## config.mk

```make
export PLATFORM = sky130hd
export DESIGN_NAME = key_watchdog
export DESIGN_NICKNAME = d
export VERILOG_FILES = /design/src/rtl/wdg_pkg.sv /design/src/rtl/wdg_key_ctrl.sv /design/src/rtl/wdg_cfg_reg.sv /design/src/rtl/wdg_prescaler.sv /design/src/rtl/wdg_down_counter.sv /design/src/rtl/key_watchdog.sv
export SDC_FILE = /design/constraint.sdc
export NUM_CORES = 1
export LEC_CHECK = 0
export ABC_CLOCK_PERIOD_IN_PS = 2600
export BUFFER_PORTS_ARGS = -buffer_cell sky130_fd_sc_hd__buf_2
export CAP_MARGIN = 10
export CORE_MARGIN = 4
export CORE_UTILIZATION = 45
export DETAILED_ROUTE_END_ITERATION = 8
export GPL_ROUTABILITY_DRIVEN = 0
export PLACE_DENSITY = 0.7
export SLEW_MARGIN = 40
export SYNTH_ARGS = -nofsm -noshare
export SYNTH_HDL_FRONTEND = slang
export SYNTH_SLANG_ARGS = --single-unit
```

## constraint.sdc

```tcl
create_clock -name clk_i -period 2.6 [get_ports clk_i]
set_clock_uncertainty 0.05 [all_clocks]
set_input_delay 0.65 -clock clk_i [delete_from_list [all_inputs] [get_ports clk_i]]
set_output_delay 0.65 -clock clk_i [all_outputs]
set_load 0.005 [all_outputs]
```

## src/rtl/wdg_pkg.sv

```systemverilog
package wdg_pkg;
  localparam int unsigned KEY_W = 16;
  localparam logic [KEY_W-1:0] KEY_UNLOCK  = 16'h5555;
  localparam logic [KEY_W-1:0] KEY_REFRESH = 16'hAAAA;
  localparam logic [KEY_W-1:0] KEY_START   = 16'hCCCC;

  typedef enum logic [1:0] {
    ADDR_KEY = 2'd0,
    ADDR_DIV = 2'd1,
    ADDR_RLD = 2'd2,
    ADDR_STS = 2'd3
  } wdg_addr_e;
endpackage

```

## src/rtl/wdg_key_ctrl.sv

```systemverilog
module wdg_key_ctrl
  import wdg_pkg::*;
(
  input  logic             clk_i,
  input  logic             rst_ni,
  input  logic             key_wr_i,
  input  logic [KEY_W-1:0] key_i,
  output logic             unlocked_o,
  output logic             running_o,
  output logic             start_o,
  output logic             refresh_o
);
  logic is_unlock, is_start, is_refresh;

  assign is_unlock  = (key_i == KEY_UNLOCK);
  assign is_start   = (key_i == KEY_START);
  assign is_refresh = (key_i == KEY_REFRESH);

  assign start_o   = key_wr_i && is_start && !running_o;
  assign refresh_o = key_wr_i && is_refresh && running_o;

  always_ff @(posedge clk_i or negedge rst_ni) begin
    if (!rst_ni) begin
      unlocked_o <= 1'b0;
      running_o  <= 1'b0;
    end else if (key_wr_i) begin
      unlocked_o <= is_unlock;
      // sticky: only reset leaves the running state
      if (is_start) running_o <= 1'b1;
    end
  end
endmodule

```

## src/rtl/wdg_cfg_reg.sv

```systemverilog
module wdg_cfg_reg #(
  parameter int unsigned         W       = 12,
  parameter logic [W-1:0]        RST_VAL = '0
) (
  input  logic         clk_i,
  input  logic         rst_ni,
  input  logic         wr_i,
  input  logic [W-1:0] wdata_i,
  input  logic         tick_i,
  output logic [W-1:0] shadow_o,
  output logic [W-1:0] active_o,
  output logic         pending_o
);
  always_ff @(posedge clk_i or negedge rst_ni) begin
    if (!rst_ni) begin
      shadow_o  <= RST_VAL;
      active_o  <= RST_VAL;
      pending_o <= 1'b0;
    end else if (wr_i) begin
      // new write wins over a same-cycle transfer
      shadow_o  <= wdata_i;
      pending_o <= 1'b1;
    end else if (tick_i && pending_o) begin
      active_o  <= shadow_o;
      pending_o <= 1'b0;
    end
  end
endmodule

```

## src/rtl/wdg_prescaler.sv

```systemverilog
module wdg_prescaler #(
  parameter int unsigned PR_W   = 3,
  parameter int unsigned PR_MAX = 6
) (
  input  logic            clk_i,
  input  logic            rst_ni,
  input  logic            en_i,
  input  logic            clr_i,
  input  logic            tick_i,
  input  logic [PR_W-1:0] code_i,
  output logic            dec_o
);
  localparam int unsigned PS_W = PR_MAX + 2;

  logic [PR_W-1:0] code_c;
  logic [PS_W-1:0] div_m1;
  logic [PS_W-1:0] cnt_q;
  logic            wrap;

  assign code_c = (code_i > PR_W'(PR_MAX)) ? PR_W'(PR_MAX) : code_i;
  // 4 << code wraps to 0 at the top code, so minus one gives all ones
  assign div_m1 = PS_W'(PS_W'(4) << code_c) - PS_W'(1);
  assign wrap   = (cnt_q == div_m1);
  assign dec_o  = en_i && !clr_i && tick_i && wrap;

  always_ff @(posedge clk_i or negedge rst_ni) begin
    if (!rst_ni) begin
      cnt_q <= '0;
    end else if (clr_i || !en_i) begin
      cnt_q <= '0;
    end else if (tick_i) begin
      cnt_q <= wrap ? '0 : cnt_q + PS_W'(1);
    end
  end
endmodule

```

## src/rtl/wdg_down_counter.sv

```systemverilog
module wdg_down_counter #(
  parameter int unsigned RL_W = 12
) (
  input  logic            clk_i,
  input  logic            rst_ni,
  input  logic            load_i,
  input  logic            dec_i,
  input  logic [RL_W-1:0] reload_i,
  output logic            expire_o
);
  logic [RL_W-1:0] cnt_q;
  logic            at_zero;

  assign at_zero = (cnt_q == '0);

  always_ff @(posedge clk_i or negedge rst_ni) begin
    if (!rst_ni) begin
      cnt_q    <= '1;
      expire_o <= 1'b0;
    end else begin
      expire_o <= dec_i && at_zero && !load_i;
      if (load_i)      cnt_q <= reload_i;
      else if (dec_i)  cnt_q <= at_zero ? reload_i : cnt_q - RL_W'(1);
    end
  end
endmodule

```

## src/rtl/key_watchdog.sv

```systemverilog
module key_watchdog
  import wdg_pkg::*;
#(
  parameter int unsigned PR_W   = 3,
  parameter int unsigned PR_MAX = 6,
  parameter int unsigned RL_W   = 12
) (
  input  logic             clk_i,
  input  logic             rst_ni,
  input  logic             tick_i,
  input  logic             wr_en_i,
  input  logic [1:0]       addr_i,
  input  logic [KEY_W-1:0] wdata_i,
  output logic [KEY_W-1:0] rdata_o,
  output logic             rst_req_o
);
  localparam logic [RL_W-1:0] RL_RST = '1;
  localparam int unsigned     STS_W  = 2;

  logic            unlocked, running, start, refresh;
  logic            key_wr, pr_wr, rl_wr;
  logic [PR_W-1:0] pr_shadow, pr_active;
  logic [RL_W-1:0] rl_shadow, rl_active;
  logic            pr_pend, rl_pend;
  logic            dec;
  logic [STS_W-1:0] status;

  assign key_wr = wr_en_i && (addr_i == ADDR_KEY);
  assign pr_wr  = wr_en_i && (addr_i == ADDR_DIV) && unlocked;
  assign rl_wr  = wr_en_i && (addr_i == ADDR_RLD) && unlocked;

  wdg_key_ctrl i_key_ctrl (
    .clk_i      (clk_i),
    .rst_ni     (rst_ni),
    .key_wr_i   (key_wr),
    .key_i      (wdata_i),
    .unlocked_o (unlocked),
    .running_o  (running),
    .start_o    (start),
    .refresh_o  (refresh)
  );

  wdg_cfg_reg #(.W(PR_W), .RST_VAL('0)) i_pr_reg (
    .clk_i     (clk_i),
    .rst_ni    (rst_ni),
    .wr_i      (pr_wr),
    .wdata_i   (wdata_i[PR_W-1:0]),
    .tick_i    (tick_i),
    .shadow_o  (pr_shadow),
    .active_o  (pr_active),
    .pending_o (pr_pend)
  );

  wdg_cfg_reg #(.W(RL_W), .RST_VAL(RL_RST)) i_rl_reg (
    .clk_i     (clk_i),
    .rst_ni    (rst_ni),
    .wr_i      (rl_wr),
    .wdata_i   (wdata_i[RL_W-1:0]),
    .tick_i    (tick_i),
    .shadow_o  (rl_shadow),
    .active_o  (rl_active),
    .pending_o (rl_pend)
  );

  wdg_prescaler #(.PR_W(PR_W), .PR_MAX(PR_MAX)) i_prescaler (
    .clk_i  (clk_i),
    .rst_ni (rst_ni),
    .en_i   (running),
    .clr_i  (start || refresh),
    .tick_i (tick_i),
    .code_i (pr_active),
    .dec_o  (dec)
  );

  wdg_down_counter #(.RL_W(RL_W)) i_counter (
    .clk_i    (clk_i),
    .rst_ni   (rst_ni),
    .load_i   (start || refresh),
    .dec_i    (dec),
    .reload_i (rl_active),
    .expire_o (rst_req_o)
  );

  assign status = {rl_pend, pr_pend};

  always_comb begin
    unique case (addr_i)
      ADDR_DIV: rdata_o = KEY_W'(pr_shadow);
      ADDR_RLD: rdata_o = KEY_W'(rl_shadow);
      ADDR_STS: rdata_o = KEY_W'(status);
      default:  rdata_o = '0;
    endcase
  end
endmodule

```

==> run metrics, run 1 <==
max-slew violations 0; wire per inst about 16 µm; CTS sink cnt 55; CTS tree done; unrepaired setup endpoints after global routing false; Crit path max-delay family simple AND/OR/NAND/NOR gates; GR Overflow Total 0; fraction of registers with async set/reset 100%; post-detail-place hpwl 4.94 mm; status finished, final reports clean; Period minus WS final between 2 and 2.5 ns; Max stage delay on crit path ~0.58 ns; Internal Power 1120 µW; ratio of cells with drive above 1 in the final layout just under 40%; Max stage delay cell, worst path dfstp_2; DRC Markers 0; Vias roughly 2400; Cell variety after synth between 50 and 60; # resized after CTS 0; Sequential Power Share between 60% and 70%; #FFs+latches synth 55; Die Wd around 90 µm; initial core utilization 47.1%; Hold Violations, Final 0; Net Sw Power approximately 330 µW; Root Driver clkbuf_8; synth warn 0; critical path capture point type register; min setup slack post-route ~0.20 ns; max_cap viols 0; Area contributors post-synth dfstp_2, dfrtp_1, mux2_2; Seq/Total Area, Yosys a little under half; Layout Nets 351; vias in the first global route between 2000 and 2500; slew margin rel. a little under three fifths; die area 8100 µm²; IO Count 39; largest net degree at the start of global routing between 50 and 60; register area about 1400 µm²; hold buffers post-CTS 0; antenna cell count 0; core area 6420 µm²; TritonCTS buffer count 5; first-pass GRT wire length roughly 11 mm; Final ANT Viol Nets 0; Yosys top cell by area dfstp_2; Hold WC Path Type input port to asynchronous set/reset pin; Post-Synthesis Cells roughly 290; cell with the most instances after synthesis dfstp_2; Clock power frac 34.3%; Leak approximately 0.0015 µW; area of the multi-input gates around 1500 µm²; Worst IR Drop VDD about 0.4 mV; TNS Setup 0 ns; PD cells between 400 and 500 nW/µm²; Synth top cells by count dfstp_2, mux2_2, dfrtp_1, nand2_1, o21ai_0; fmax 418 MHz; Worst-path clk slew about 0.1 ns; Slew @ Worst Pin 0.662 ns; Worst EP arrival 2.60 ns; H-tree depth 2; Synth Flop Type dfstp_2; drt total wl 6.56 mm; number of fillers in the final layout approximately 560; final setup violation count 0; critical path type register to register; Req. time, crit path approximately 2.8 ns; sw frac between 20% and 30%; FP Rows 29; pre-CTS WS 0.210 ns; area delta synth->final 12.6%; worst-path fanout max 7; startpoint types register; WP buf/inv 1; Setup Buffers After CTS 0; r2r setup slk 0.20 ns; Total Routing Usage GR between 10% and 20%; EDFF count, synth 0; drt via density 5.89; Synth top area share 31.3%; Max Buffers Root-to-Sink 2; initial antenna violation count 0; syn avg cell area around 11 µm²; Comb power frac under 10%; Initial DRC Count between 100 and 150; Die H ~90 µm; Skew-Pair Late Insertion Delay a little over 0.3 ns; IO Port Bufs 34; DR pass1 iterations 4; crit path cell chain inv_1 -> ha_1 -> nor3b_1 -> and2_1 -> nand2_1 -> nand3_1 -> or3_1 -> o221a_2; mapped cell area 3030 µm²; ratio of final minimum period to clock period between 90 and 100%
==> registers in the layout, summed over array words and instances (netlist names), 3 cells and up <==
register and flops:
i_rl_reg.shadow_o 12, i_pr_reg.active_o 3, i_rl_reg.active_o 12, i_pr_reg.shadow_o 3, i_counter.cnt_q 12, i_prescaler.cnt_q 8
==> worst reg2reg max path, cell delays in order, from the launching register on <==
cell     delay, ns
dfstp_2       0.58
inv_1         0.07
ha_1          0.21
nor3b_1       0.15
and2_1        0.20
nand2_1       0.25
nand3_1       0.16
or3_1         0.41
o221a_2       0.26
==> stage by stage <==
step	total power [µW]	hold slack (ns)	instance area, µm²	util (%)	std cells
floorplan	917	0.304	3040	-	288
global placement	962	0.431	3300	51.5	396
detailed placement	964	0.432	3300	51.5	396
CTS	1460	0.422	3400	52.9	404
global route	1500	0.464	3410	53.0	404
finish	1440	0.393	3410	53.0	404
==> metal layers <==
metal | global-route usage, % | share of wire (%)
met5 | 0 | 0
met4 | 6.89 | 2.1
met3 | 2.92 | 3.9
met2 | 24.9 | 46
met1 | 23.8 | 48
==> cells in the final DEF, fill, tap and decap left out, types with 3 or more instances in the layout <==
cell type / n
dfstp_2: 36
buf_2: 34
mux2_2: 30
nand2_1: 19
dfrtp_1: 19
o21ai_0: 14
nor2_1: 13
and2_1: 12
inv_1: 10
nand3_1: 9
a21oi_1: 9
and3_1: 8
buf_4: 8
nor4bb_1: 7
nor3_1: 6
clkbuf_8: 6
nor2b_1: 5
a22o_1: 5
a31oi_1: 5
o31ai_1: 5
nand2b_1: 5
nor3b_1: 4
o221a_2: 4
conb_1: 4
nand3b_1: 3
ha_1: 3
==> layout make-up <==
class | instances | area share [%]
clock inverter | 1 | 0.257
multi-input combinational | 212 | 44.8
timing repair buffer | 42 | 6.76
sequential | 55 | 41.7
inverter | 10 | 1.10
tap | 77 | 2.83
clock buffer | 7 | 2.53
==> cells by family (layout without fill, tap and decap cells) <==
group	count (synthesis)	after routing	share of synthesized area, %
simple gates	105	105	20.2
xor+xnor	2	2	0.579
mux	31	31	11.5
other cells	1	4	0.124
fa+ha+maj	3	3	1.24
compound gates	67	67	16.2
flops	55	55	47.0
buf+inv	21	60	3.18
==> power groups by stage <==
stage / clock [µW] / combinational [µW] / sequential (µW)
floorplan: 0 / 31.5 / 885
finish: 495 / 78.1 / 872
global placement: 0 / 76.5 / 886
global route: 536 / 86.9 / 873
detailed placement: 0 / 78.1 / 886
CTS: 513 / 78.5 / 872
==> final timing paths <==
path,start,to,cells past startpoint
max in group asynchronous,rst_ni,i_prescaler.cnt_q[5],2
min in group clk_i,i_rl_reg.shadow_o[3],i_rl_reg.active_o[3],2
hold reg to reg,i_rl_reg.shadow_o[3],i_rl_reg.active_o[3],2
hold / removal,rst_ni,i_pr_reg.shadow_o[0],2
setup / recovery,i_counter.cnt_q[0],i_counter.cnt_q[8],8
setup reg to reg,i_counter.cnt_q[0],i_counter.cnt_q[8],8
(Power assumes the default switching activity.)
==> run 2, diff against run 1 <==
- MAX_ROUTING_LAYER: unset -> met4
==> run 2 against run 1 <==
Compared with the run above:
- non-clock buffer count is the same
- wire length fell by 0.47%
- critical path depth stayed put
- flip-flop and latch count unchanged
- via count shrank 0.46%
- largest power group unchanged
- critical endpoint unchanged
- clock-buffer cell count did not move
- worst setup slack improved by 0.023 ns
==> run metrics, run 2 (same netlist as run 1, synthesis figures left out) <==
status finished, final reports clean; CTS sink cnt 55 (unchanged); # resized after CTS 0 (unchanged); pre-CTS WS 0.210 ns (unchanged); fmax 421 MHz (+0.95%); sw frac 22.8% (-0.032 points); Hold WC Path Type input port to asynchronous set/reset pin; Final ANT Viol Nets 0 (unchanged); Leak 0.00145 µW (unchanged); critical path capture point type register; min setup slack post-route 0.228 ns (+0.0226 ns); Worst IR Drop VDD 0.398 mV (-0.15%); Hold Violations, Final 0 (unchanged); critical path endpoint i_counter.cnt_q[8]; H-tree depth 2 (unchanged); initial antenna violation count 0 (unchanged); crit path cell chain inv_1 -> ha_1 -> nor3b_1 -> and2_1 -> nand2_1 -> nand3_1 -> or3_1 -> o221a_2; ratio of cells with drive above 1 in the final layout 38.8% (unchanged); PD cells 424 nW/µm² (about the same); area delta synth->final 12.6% (unchanged); commonest non-fill, non-tap cell in the layout dfstp_2; FP Rows 29 (unchanged); CP startpoint i_counter.cnt_q[0]; Sequential Power Share 60.4% (about the same); drt via density 5.86 (-0.46%); Req. time, crit path 2.80 ns (about the same); Comb power frac 5.4% (about the same); ratio of final minimum period to clock period 91.2% (-0.87 points); wire per inst 16.2 µm (-0.47%); Skew-Pair Late Insertion Delay 0.31 ns (about the same); Reg-to-Reg Start i_counter.cnt_q[0]; Max stage delay on crit path 0.58 ns (about the same); IO Port Bufs 34 (unchanged); Internal Power 1120 µW (about the same); first-pass GRT wire length 11.2 mm (+0.44%); reg2reg end i_counter.cnt_q[8]; drt total wl 6.53 mm (-0.47%); Worst EP arrival 2.57 ns (-0.03 ns); initial core utilization 47.1% (unchanged); TNS Setup 0 ns (unchanged); max_cap viols 0 (unchanged); die area 8100 µm² (unchanged); unrepaired setup endpoints after global routing false; IO Count 39 (unchanged); Layout Nets 351 (unchanged); Reg2Reg Depth 8 (unchanged); CTS tree done; Period minus WS final 2.37 ns (-0.0226 ns); Final Util 53.0% (unchanged); r2r setup slk 0.23 ns (+0.02 ns); Setup Buffers After CTS 0 (unchanged); startpoint types register; DRC Markers 0 (unchanged); TritonCTS buffer count 5 (unchanged); GR Overflow Total 0 (unchanged); max-slew violations 0 (unchanged); vias in the first global route 2313 (-0.64%); largest net degree at the start of global routing 56 (unchanged); Slew @ Worst Pin 0.660 ns (-0.00192 ns); Worst-path clk slew 0.10 ns (about the same); final setup violation count 0 (unchanged); Max stage delay cell, worst path dfstp_2; top flop regs i_counter.cnt_q x12, i_rl_reg.active_o x12, i_rl_reg.shadow_o x12; worst-path fanout max 7 (unchanged); Net Sw Power 329 µW (-0.19%); Clock power frac 34.3% (about the same); number of fillers in the final layout 556 (unchanged); Total Routing Usage GR 17.2% (+0.53 points); slew margin rel. 56.0% (+0.13 points); antenna cell count 0 (unchanged); Vias 2369 (-0.46%); hold buffers post-CTS 0 (unchanged); Root Driver clkbuf_8; critical path type register to register; Initial DRC Count 151 (+21%); Die Wd 90.0 µm (unchanged); most frequent cells in the layout dfstp_2, buf_2, mux2_2; DR pass1 iterations 4 (unchanged); Max Buffers Root-to-Sink 2 (unchanged); post-detail-place hpwl 4.94 mm (unchanged); core area 6420 µm² (unchanged); Die H 90.0 µm (unchanged)
run 2: cell counts in the layout (fill, tap and decap cells not counted):
No cell type changed its count.
run 2: stage by stage:
step / hold slack (ns) / power, µW / instance area (µm²) / cells
detailed placement: 0.432 / 964 / 3300 / 396
global route: 0.464 / 1500 / 3410 / 404
CTS: 0.422 / 1460 / 3400 / 404
global placement: 0.431 / 962 / 3300 / 396
finish: 0.392 / 1440 / 3410 / 404
floorplan: 0.304 / 917 / 3040 / 288
run 2: how the worst min path moves through the flow:
stage                                     from              endpoint  slack [ns]
after floorplan                         rst_ni    i_counter.expire_o        0.30
after global placement    i_rl_reg.shadow_o[3]  i_rl_reg.active_o[3]        0.43
after detailed placement  i_rl_reg.shadow_o[3]  i_rl_reg.active_o[3]        0.43
after CTS                               rst_ni  i_pr_reg.shadow_o[1]        0.42
after global routing                    rst_ni  i_pr_reg.active_o[1]        0.46
final                                   rst_ni  i_pr_reg.shadow_o[1]        0.39
run 2: power groups by stage:
stage / clock [µW] / combinational, µW / sequential [µW]
after floorplan: 0 / 31.5 / 885
after global placement: 0 / 76.5 / 886
after detailed placement: 0 / 78.1 / 886
after CTS: 513 / 78.5 / 872
after global routing: 536 / 86.9 / 873
final: 495 / 77.6 / 872
run 2: layer usage:
metal  part of all wire [%]  vias up  global-route usage [%]
met4                    2.1        0                    6.89
met5                      0        -                       -
met3                    4.4       12                    2.75
met2                     46       73                    24.7
li1                       -     1144                       -
met1                     47     1140                    24.2
run 2: cell type report:
class | instances | area [µm²] | area share [%]
clock buffers | 7 | 86.3 | 2.53
repair buffers | 42 | 230 | 6.76
well taps | 77 | 96.3 | 2.83
multi-input cells | 212 | 1530 | 44.8
flip-flops and latches | 55 | 1420 | 41.7
inverters | 10 | 37.5 | 1.10
clock inverters | 1 | 8.76 | 0.257
run 2: worst max-delay path: cells and delay by family, from the launching register on:
| kind | cells | cell delay (ns) |
|---|---|---|
| AND/OR/NAND/NOR | 5 | 1.14 |
| buffers and inverters | 1 | 0.07 |
| flip-flops | 1 | 0.58 |
| adder cells (fa/ha/maj) | 1 | 0.21 |
| AO/OA/AOI/OAI | 1 | 0.26 |
==> run 3, diff against run 2 <==
- CORE_ASPECT_RATIO: unset -> 2
==> run 3 against run 2 <==
Compared with the run above:
- cell count rose by 4.5%
- worst setup slack got worse by 0.0021 ns
- combinational power rose by 10%
- register-to-register slack barely moved
- final area rose by 4.5%
- global-route usage rose by 2.3 points
- die area rose by 0.98%
- sequential power barely moved
- largest power group unchanged
- sequential share of layout area fell by 1.8 points
==> run metrics, run 3 (same netlist as run 1, synthesis figures left out) <==
critical path type register to register; unrepaired setup endpoints after global routing false; Slew @ Worst Pin 0.651 ns (-0.00824 ns); IO Count 39 (unchanged); Sequential Power Share 51.3% (-9.1 points); Die H 124 µm (+38%); CTS tree done; sw frac 20.5% (-2.2 points); IO Port Bufs 34 (unchanged); first-pass GRT wire length 11.9 mm (+6.4%); Comb power frac 5.0% (-0.4 points); Period minus WS final 2.37 ns (+0.00212 ns); final setup violation count 0 (unchanged); Final Util 54.2% (+1.2 points); routing usage on met3 2.62% (-0.14 points); die area 8180 µm² (+0.98%); post-detail-place hpwl 5.56 mm (+13%); met2 usage 35.4% (+11 points); most frequent cells in the layout dfstp_2, buf_2, mux2_2; crit path cell chain inv_1 -> ha_1 -> nor3b_1 -> and2_1 -> nand2_1 -> nand3_1 -> or3_1 -> o221a_2; hold buffers post-CTS 0 (unchanged); fmax 421 MHz (about the same); critical path capture point type register; drt total wl 7.35 mm (+13%); placed cells 414 (+4.5%); initial antenna violation count 0 (unchanged); wire per inst 17.4 µm (+7.8%); DR pass1 iterations 5 (+1); Root Driver clkbuf_16; drt via density 5.78 (-1.4%); Max stage delay cell, worst path dfstp_2; Leak 0.00152 µW (+5.0%); startpoint types register; Skew-Pair Late Insertion Delay 0.29 ns (-0.02 ns); dpl cell area 3400 µm² (+2.8%); Worst IR Drop VDD 0.443 mV (+11%); Final ANT Viol Nets 0 (unchanged); Initial DRC Count 71 (-53%); top flop regs i_counter.cnt_q x12, i_rl_reg.active_o x12, i_rl_reg.shadow_o x12; antenna cell count 0 (unchanged); vias in the first global route 2440 (+5.5%); H-tree depth 2 (unchanged); Max Buffers Root-to-Sink 2 (unchanged); Layout Nets 358 (+2.0%); DRC Markers 0 (unchanged); Max stage delay on crit path 0.57 ns (about the same); Most Crowded Layer GR met2; # resized after CTS 0 (unchanged); TNS Setup 0 ns (unchanged); core area 6570 µm² (+2.3%); Worst-path clk slew 0.07 ns (-0.03 ns); Final Non-Filler Cells 422 (+4.5%); slew margin rel. 56.6% (+0.55 points); area delta synth->final 17.7%; Internal Power 1350 µW (+21%); FP Rows 42 (+45%); PD cells 478 nW/µm² (+13%); initial core utilization 46.1% (-1.0 points); Worst EP arrival 2.55 ns (-0.02 ns); CTS sink cnt 55 (unchanged); max_cap viols 0 (unchanged); GR Overflow Total 0 (unchanged); Setup Buffers After CTS 0 (unchanged); Total Routing Usage GR 19.4% (+2.3 points); Hold WC Path Type input port to asynchronous set/reset pin; Req. time, crit path 2.78 ns (-0.02 ns); TritonCTS buffer count 5 (unchanged); M1 GR Usage 20.5% (-3.7 points); max-slew violations 0 (unchanged); largest net degree at the start of global routing 34 (-39%); status finished, final reports clean; Hold Violations, Final 0 (unchanged); commonest non-fill, non-tap cell in the layout dfstp_2; Net Sw Power 349 µW (+6.2%); Die Wd 66.0 µm (-27%); number of fillers in the final layout 605 (+8.8%); worst-path fanout max 7 (unchanged); Clock power frac 43.7% (+9.4 points); Vias 2441 (+3.0%); Design Area, Final 3560 µm² (+4.5%); ratio of cells with drive above 1 in the final layout 39.8% (+0.98 points); ratio of final minimum period to clock period 91.3% (about the same)
==> run 3: critical path, delay by kind of cell, from the launching register on <==
kind            cells  cell delay (ns)
compound gates      1             0.26
fa+ha+maj           1             0.21
buf+inv             1             0.06
flops               1             0.57
simple gates        5             1.16
==> run 3: cell type report <==
cell class              instances  area (µm²)  share of cell area, %
multi-input cells             212        1520                   42.7
flip-flops and latches         55        1420                   39.9
repair buffers                 49         308                   8.65
clock buffers                   5         125                   3.51
well taps                      88         110                   3.09
clock inverters                 3        38.8                   1.09
inverters                      10        37.5                   1.05
==> run 3: final timing paths <==
path                                       from              endpoint  slack (ns)  cells past startpoint
min                                      rst_ni  i_prescaler.cnt_q[7]        0.29                      1
max reg2reg                  i_counter.cnt_q[0]    i_counter.cnt_q[8]        0.23                      8
min reg2reg                i_rl_reg.shadow_o[3]  i_rl_reg.active_o[3]        0.45                      2
max                          i_counter.cnt_q[0]    i_counter.cnt_q[8]        0.23                      8
max in group asynchronous                rst_ni  i_rl_reg.shadow_o[8]        1.57                      2
min in group clk_i         i_rl_reg.shadow_o[3]  i_rl_reg.active_o[3]        0.45                      2
==> run 3: metal layers <==
layer	share of wire (%)	vias to the layer above
met5	0	-
met4	2.9	0
met3	3.4	21
met2	56	74
met1	38	1190
li1	-	1156
==> run 3: metrics by stage <==
stage / setup slack, ns / total power [µW] / hold slack, ns
3_3_place_gp: 0.151 / 970 / 0.421
3_5_place_dp: 0.189 / 973 / 0.439
4_1_cts: 0.264 / 1720 / 0.313
5_1_grt: 0.0970 / 1760 / 0.327
6_report: 0.225 / 1700 / 0.288
2_1_floorplan: 0.426 / 917 / 0.304
==> run 3: power by group through the flow <==
| stage | logic [µW] | clock network (µW) | registers [µW] |
|---|---|---|---|
| after global placement | 84.6 | 0 | 886 |
| after detailed placement | 86.9 | 0 | 886 |
| after floorplan | 31.5 | 0 | 885 |
| after global routing | 96.2 | 791 | 873 |
| after CTS | 87.3 | 760 | 872 |
| final | 85.6 | 743 | 872 |
